$ cat config.mk
export PLATFORM = sky130hd
export DESIGN_NAME = nvsram_ctl
export DESIGN_NICKNAME = d
export VERILOG_FILES = /design/src/rtl/nvsram_pkg.sv /design/src/rtl/nvs_rst_sync.sv /design/src/rtl/nvs_seq_match.sv /design/src/rtl/nvs_op_timer.sv /design/src/rtl/nvs_arrays.sv /design/src/rtl/nvsram_ctl.sv
export SDC_FILE = /design/constraint.sdc
export NUM_CORES = 2
export LEC_CHECK = 0
export BUFFER_PORTS_ARGS = -buffer_cell sky130_fd_sc_hd__buf_2
export CORE_ASPECT_RATIO = 0.6
export CORE_MARGIN = 3
export CORE_UTILIZATION = 42
export CTS_CLUSTER_DIAMETER = 30
export DETAILED_ROUTE_END_ITERATION = 8
export MAX_ROUTING_LAYER = met4
export SYNTH_ARGS = -nofsm -noshare
export SYNTH_HDL_FRONTEND = slang
export SYNTH_HIERARCHICAL = 1
export SYNTH_SLANG_ARGS = --single-unit
$ cat constraint.sdc
create_clock -name clk -period 36.7 [get_ports clk]
set_clock_uncertainty 0.05 [all_clocks]
set_input_delay 9.175 -clock clk [delete_from_list [all_inputs] [get_ports clk]]
set_output_delay 9.175 -clock clk [all_outputs]
set_load 0.05 [all_outputs]
$ cat src/rtl/nvsram_pkg.sv
package nvsram_pkg;

  localparam int ADDR_W = 13;

  localparam logic [ADDR_W-1:0] KEY_A0     = 13'h0000;
  localparam logic [ADDR_W-1:0] KEY_A1     = 13'h1555;
  localparam logic [ADDR_W-1:0] KEY_A2     = 13'h0AAA;
  localparam logic [ADDR_W-1:0] KEY_A3     = 13'h1FFF;
  localparam logic [ADDR_W-1:0] KEY_A4     = 13'h10F0;
  localparam logic [ADDR_W-1:0] KEY_STORE  = 13'h0F0F;
  localparam logic [ADDR_W-1:0] KEY_RECALL = 13'h0F0E;

  // expected address for prefix step 0..4
  function automatic logic [ADDR_W-1:0] key_addr(input logic [2:0] step);
    case (step)
      3'd0:    key_addr = KEY_A0;
      3'd1:    key_addr = KEY_A1;
      3'd2:    key_addr = KEY_A2;
      3'd3:    key_addr = KEY_A3;
      default: key_addr = KEY_A4;
    endcase
  endfunction

  typedef enum logic [1:0] {
    OP_IDLE,
    OP_STORE,
    OP_RCL_CLR,
    OP_RCL_LOAD
  } op_state_e;

endpackage

$ cat src/rtl/nvs_rst_sync.sv
module nvs_rst_sync (
  input  logic clk,
  input  logic rst_n,
  output logic rst_s_n
);

  logic [1:0] sync_q;

  always_ff @(posedge clk or negedge rst_n) begin
    if (!rst_n) sync_q <= 2'b00;
    else        sync_q <= {sync_q[0], 1'b1};
  end

  assign rst_s_n = sync_q[1];

endmodule

$ cat src/rtl/nvs_seq_match.sv
module nvs_seq_match
  import nvsram_pkg::*;
(
  input  logic              clk,
  input  logic              rst_n,
  input  logic              rd_cyc,
  input  logic              wr_cyc,
  input  logic [ADDR_W-1:0] addr,
  input  logic              lowv,
  output logic              store_req,
  output logic              recall_req
);

  logic [2:0] step_q, step_d;

  always_comb begin
    step_d     = step_q;
    store_req  = 1'b0;
    recall_req = 1'b0;
    if (wr_cyc) begin
      step_d = 3'd0;
    end else if (rd_cyc) begin
      if (step_q == 3'd5) begin
        if (addr == KEY_STORE && !lowv) store_req  = 1'b1;
        if (addr == KEY_RECALL)         recall_req = 1'b1;
        step_d = (addr == KEY_A0) ? 3'd1 : 3'd0;
      end else if (addr == key_addr(step_q)) begin
        step_d = step_q + 3'd1;
      end else if (addr == KEY_A0) begin
        step_d = 3'd1;
      end else begin
        step_d = 3'd0;
      end
    end
  end

  always_ff @(posedge clk or negedge rst_n) begin
    if (!rst_n) step_q <= 3'd0;
    else        step_q <= step_d;
  end

endmodule

$ cat src/rtl/nvs_op_timer.sv
module nvs_op_timer
  import nvsram_pkg::*;
#(
  parameter int STORE_CYCLES  = 200,
  parameter int RECALL_CYCLES = 100
) (
  input  logic clk,
  input  logic rst_n,
  input  logic store_req,
  input  logic recall_req,
  output logic busy,
  output logic do_store,
  output logic do_clear,
  output logic do_load
);

  localparam int MAX_CYC = (STORE_CYCLES > RECALL_CYCLES) ? STORE_CYCLES : RECALL_CYCLES;
  localparam int CNT_W   = $clog2(MAX_CYC + 1);

  op_state_e        st_q, st_d;
  logic [CNT_W-1:0] cnt_q, cnt_d;

  always_comb begin
    st_d     = st_q;
    cnt_d    = cnt_q;
    do_store = 1'b0;
    do_clear = 1'b0;
    do_load  = 1'b0;
    case (st_q)
      OP_IDLE: begin
        if (store_req) begin
          st_d  = OP_STORE;
          cnt_d = CNT_W'(STORE_CYCLES - 1);
        end else if (recall_req) begin
          st_d = OP_RCL_CLR;
        end
      end
      OP_STORE: begin
        if (cnt_q == '0) begin
          do_store = 1'b1;
          st_d     = OP_IDLE;
        end else begin
          cnt_d = cnt_q - 1'b1;
        end
      end
      OP_RCL_CLR: begin
        do_clear = 1'b1;
        st_d     = OP_RCL_LOAD;
        cnt_d    = CNT_W'(RECALL_CYCLES - 2);
      end
      default: begin
        if (cnt_q == '0) begin
          do_load = 1'b1;
          st_d    = OP_IDLE;
        end else begin
          cnt_d = cnt_q - 1'b1;
        end
      end
    endcase
  end

  always_ff @(posedge clk or negedge rst_n) begin
    if (!rst_n) begin
      st_q  <= OP_IDLE;
      cnt_q <= '0;
    end else begin
      st_q  <= st_d;
      cnt_q <= cnt_d;
    end
  end

  assign busy = (st_q != OP_IDLE);

endmodule

$ cat src/rtl/nvs_arrays.sv
module nvs_arrays #(
  parameter int DATA_W    = 8,
  parameter int MEM_DEPTH = 64,
  localparam int IDX_W    = $clog2(MEM_DEPTH)
) (
  input  logic              clk,
  input  logic              rst_n,
  input  logic              wr_en,
  input  logic [IDX_W-1:0]  idx,
  input  logic [DATA_W-1:0] wdata,
  input  logic              do_store,
  input  logic              do_clear,
  input  logic              do_load,
  output logic [DATA_W-1:0] rd_word
);

  logic [DATA_W-1:0] sram_q   [MEM_DEPTH];
  logic [DATA_W-1:0] shadow_q [MEM_DEPTH];

  for (genvar g = 0; g < MEM_DEPTH; g++) begin : g_word
    logic sel_wr;
    assign sel_wr = wr_en && (idx == IDX_W'(g));

    always_ff @(posedge clk or negedge rst_n) begin
      if (!rst_n)        sram_q[g] <= '0;
      else if (do_clear) sram_q[g] <= '0;
      else if (do_load)  sram_q[g] <= shadow_q[g];
      else if (sel_wr)   sram_q[g] <= wdata;
    end

    always_ff @(posedge clk or negedge rst_n) begin
      if (!rst_n)        shadow_q[g] <= DATA_W'(37 * g + 5);
      else if (do_store) shadow_q[g] <= sram_q[g];
    end
  end

  assign rd_word = sram_q[idx];

endmodule

$ cat src/rtl/nvsram_ctl.sv
module nvsram_ctl
  import nvsram_pkg::*;
#(
  parameter int DATA_W        = 8,
  parameter int MEM_DEPTH     = 64,
  parameter int STORE_CYCLES  = 200,
  parameter int RECALL_CYCLES = 100
) (
  input  logic              clk,
  input  logic              rst_n,
  input  logic              ce_n,
  input  logic              we_n,
  input  logic              oe_n,
  input  logic [ADDR_W-1:0] addr,
  input  logic [DATA_W-1:0] wdata,
  input  logic              lowv,
  output logic [DATA_W-1:0] rdata,
  output logic              busy
);

  localparam int IDX_W = $clog2(MEM_DEPTH);

  logic              rst_s_n;
  logic              rd_cyc, wr_cyc, wr_en;
  logic              store_req, recall_req;
  logic              do_store, do_clear, do_load;
  logic [DATA_W-1:0] rd_word;
  logic [DATA_W-1:0] rdata_q, rdata_d;
  logic              rdata_en;

  nvs_rst_sync u_rst (
    .clk     (clk),
    .rst_n   (rst_n),
    .rst_s_n (rst_s_n)
  );

  assign rd_cyc = !busy && !ce_n &&  we_n;
  assign wr_cyc = !busy && !ce_n && !we_n;
  assign wr_en  = wr_cyc && !lowv;

  nvs_seq_match u_match (
    .clk        (clk),
    .rst_n      (rst_s_n),
    .rd_cyc     (rd_cyc),
    .wr_cyc     (wr_cyc),
    .addr       (addr),
    .lowv       (lowv),
    .store_req  (store_req),
    .recall_req (recall_req)
  );

  nvs_op_timer #(
    .STORE_CYCLES  (STORE_CYCLES),
    .RECALL_CYCLES (RECALL_CYCLES)
  ) u_timer (
    .clk        (clk),
    .rst_n      (rst_s_n),
    .store_req  (store_req),
    .recall_req (recall_req),
    .busy       (busy),
    .do_store   (do_store),
    .do_clear   (do_clear),
    .do_load    (do_load)
  );

  nvs_arrays #(
    .DATA_W    (DATA_W),
    .MEM_DEPTH (MEM_DEPTH)
  ) u_arrays (
    .clk      (clk),
    .rst_n    (rst_s_n),
    .wr_en    (wr_en),
    .idx      (addr[IDX_W-1:0]),
    .wdata    (wdata),
    .do_store (do_store),
    .do_clear (do_clear),
    .do_load  (do_load),
    .rd_word  (rd_word)
  );

  assign rdata_en = rd_cyc;
  assign rdata_d  = oe_n ? '0 : rd_word;

  always_ff @(posedge clk or negedge rst_s_n) begin
    if (!rst_s_n)      rdata_q <= '0;
    else if (rdata_en) rdata_q <= rdata_d;
  end

  assign rdata = rdata_q;

endmodule

==> key figures <==
Run status
  – Status: finished, final reports clean

Critical path
  – Reg2Reg Depth: 5
  – Critical Path Max Stage Delay: 0.92 ns
  – CP max-delay cell: buf_4
  – Worst Setup End Kind: flop
  – Crit start category: input port
  – Worst path cell trace: buf_8 > buf_4 > mux4_2 > a22oi_1 > a21oi_1 > or4_1 > nor2b_1 > mux2_4
  – Worst R2R End: u_arrays/shadow_q[27]$_DFFE_PN0P_
  – Setup CP Type: input port to flop
  – Crit Reg-Reg Startpoint: u_rst/sync_q[1]$_DFF_PN0_
  – Critical-path maximum fanout: 50
  – CP Launch Point: addr[0]
  – CP arrival: 12.74 ns
  – Reg2reg setup slack: 31.68 ns
  – Worst endpoint required time: 37.27 ns

Clock tree
  – Post-cts resize count: 0
  – Worst-path clk slew: 0.06 ns
  – CTS tree: yes
  – CTS Buffer Depth: 3
  – # clock sinks: 1047
  – Clk_lat worst skew: 0.74 ns
  – Num CTS Buffers: ~140
  – Hold_buf cts: 0
  – # Post-CTS Setup Buffers: 0
  – CTS HTree Levels: 4
  – Root buf cell: clkbuf_16

Finish
  – Multi-input gate area: 19200 um2
  – Final nets: 3862
  – Fillers: 9524
  – Fin area: 53800 um2
  – Area Growth Syn to Fin: 14.1%
  – Storage element area: 26500 um2
  – Final non-filler cell total: 5436
  – Share of cells above drive strength 1: 33.9%
  – Layout Utilization: 48.7%

Detailed routing
  – Iter 0 DRT Violations: a little over 3000
  – Drc violations: 0
  – Pre-Repair DR Iteration Count: 6
  – Post-Route WL: 127000 um
  – Vias per cell: 5.98
  – Wire per inst: 23.4 um
  – Via count: ~33000
  – Post-DRT Antenna Nets: 0

Global routing
  – Initial antenna violation count: 6
  – First-pass GRT wire length: 200000 um
  – Gr ovfl total: 0
  – Pin count of the biggest net entering global routing: 177
  – Total track usage: between 20 and 25%
  – Vias in the first global route: 31619

Yosys
  – Number of synthesized flops with an enable pin: 0
  – Synth Flop Type: dfrtp_1
  – #FFs+latches synth: approximately 1000
  – Mapped Cells: just under 4000
  – Synth cell count leaders: 792 x dfrtp_1, 549 x a21oi_1, 516 x nand2_1, 514 x mux2_2, 512 x o31ai_1
  – Synth area leaders: dfrtp_1 42%, dfstp_2 14%, mux2_2 12%
  – Most frequent cell after synthesis: dfrtp_1
  – Synthesized area: 47200 um2
  – Synthesized Nets: roughly 4000
  – Sequential element share of the synthesized area: 56.2%
  – Synth warnings: 6
  – Ys async rst share: 100%
  – Distinct cells, synth: 52
  – Top-area cell type share of the netlist area: 42.0%
  – Synth Area per Inst: around 12 um2
  – Synth area leader: dfrtp_1

Power
  – Leakage: approximately 23 nW
  – Clock network fraction of total power: 52.2%
  – Peak supply drop: 0.0000436 V
  – Sequential Power Share: between 40% and 50%
  – Switching part of the total: 23.6%
  – Combinational power share: 4.7%
  – Internal Power: around 2.1 mW
  – Power density over the cells: 52.2 nW/um2
  – P_sw: 0.663 mW

Floorplan
  – Die area: roughly 120000 um2
  – Row count: 94
  – Initial Utilization: 42.7%
  – Top Ports: 36
  – Die X: 439 um
  – Die Height: 266 um
  – Core area: 111000 um2

STA
  – Fin. Hold Viols: 0
  – RSZ-0062 raised after global routing: no
  – Max transition margin: around a quarter
  – Max-slew violation count: 0
  – Setup Viol. Count Final: 0
  – Slew @ Worst Pin: between 1 and 1.5 ns
  – Max Fclk: approximately 80 MHz
  – Setup TNS: 0 ns
  – Final Cycle Share: 33.2%
  – Worst setup margin: 24.53 ns
  – Fin crit period: 12.17 ns

Min path
  – Hold WC Path Type: flop to async pin

Placed design
  – Placed instance count: 5173
  – Setup Slack @ Placement: ~24 ns
  – Area after DPL: 48700 um2
  – Post-DP HPWL: between 70000 and 80000 um
  – RePlAce Congestion: 0.800
  – # port buffers: 35

Run
  – MaxCap Viol Count: 0
==> critical path: cells and delay by family <==
kind | cells | cell delay [ns]
buf+inv | 2 | 1.42
mux | 2 | 0.88
simple gates | 2 | 0.65
compound gates | 2 | 0.53
==> worst max-delay path by stage <==
stage	end	slack, ns	depth (start not counted)
3_5_place_dp	rdata[5]$_DFFE_PN0P_	23.69	8
2_1_floorplan	rdata[0]$_DFFE_PN0P_	5.75	0
3_3_place_gp	rdata[1]$_DFFE_PN0P_	23.74	8
6_report	rdata[5]$_DFFE_PN0P_	24.53	8
4_1_cts	rdata[5]$_DFFE_PN0P_	24.50	8
5_1_grt	rdata[0]$_DFFE_PN0P_	24.30	8
==> per-stage QoR <==
stage	hold WS, ns	power (mW)
after floorplan	0.281	1.31
after global placement	0.284	1.36
after detailed placement	0.289	1.36
after CTS	0.308	2.84
after global routing	0.312	2.91
final	0.296	2.81
==> layout by cell type, fill, tap and decap left out, drive strengths merged, types with 3 or more instances in the layout <==
cell        n
and2        5
mux4      128
a31oi      65
or2         3
o211ai      4
mux2      522
nand2b      5
dfrtp     792
nor2        9
clkinv     31
o22a        3
a22oi      64
nand4       4
nor4        3
and3b       3
nand2     516
nor2b      24
inv        31
nor3       10
clkinvlp   14
clkbuf    178
dfstp     255
a21oi     549
o31ai     512
and3        3
or4        12
ha          7
buf       148
bufinv     19
nor3b       4
o21ai       3
==> power groups by stage <==
stage | sequential, mW | clock, mW | combinational [mW]
2_1_floorplan | 1.24 | 0 | 0.0783
3_3_place_gp | 1.23 | 0 | 0.131
3_5_place_dp | 1.23 | 0 | 0.134
4_1_cts | 1.21 | 1.49 | 0.135
5_1_grt | 1.21 | 1.55 | 0.148
6_report | 1.21 | 1.47 | 0.133
==> layer usage <==
metal	vias up	share of wire [%]	track usage, %
met5	-	0	-
met4	0	1.8	5.96
met3	174	6.2	3.64
met2	1045	42	30.4
met1	16913	50	34.7
li1	14386	-	-
==> cells by family (layout without fill, tap and decap cells) <==
| kind of cell | count (synthesis) | after routing | synth area share [%] |
|---|---|---|---|
| AOI/OAI and AO/OA | 1212 | 1212 | 16.2 |
| DFF | 1047 | 1047 | 56.2 |
| muxes | 650 | 650 | 18.6 |
| and+or+nand+nor | 609 | 609 | 5.38 |
| buffers and inverters | 379 | 421 | 3.36 |
| adders and majority gates | 7 | 7 | 0.186 |
| other | 1 | 2 | 0.00795 |
==> state kept, by name, indices dropped and copies added (netlist names) <==
| register | count |
|---|---|
| u_arrays/shadow_q | 512 |
| u_arrays/sram_q | 512 |
| rdata | 8 |
| u_timer/cnt_q | 8 |
| u_match/step_q | 3 |
| u_rst/sync_q | 2 |
| u_timer/st_q | 2 |
==> layout make-up <==
cell class / count / share of cell area [%]
Sequential cell: 1047 / 49.3
Multi-Input combinational cell: 2479 / 35.7
Clock buffer: 178 / 7.45
Tap cell: 1488 / 3.46
Timing Repair Buffer: 148 / 2.02
Clock inverter: 84 / 2.00
Inverter: 11 / 0.0767
Antenna cell: 1 / 0.00465
Note: power is estimated with default switching activity, not from simulation.
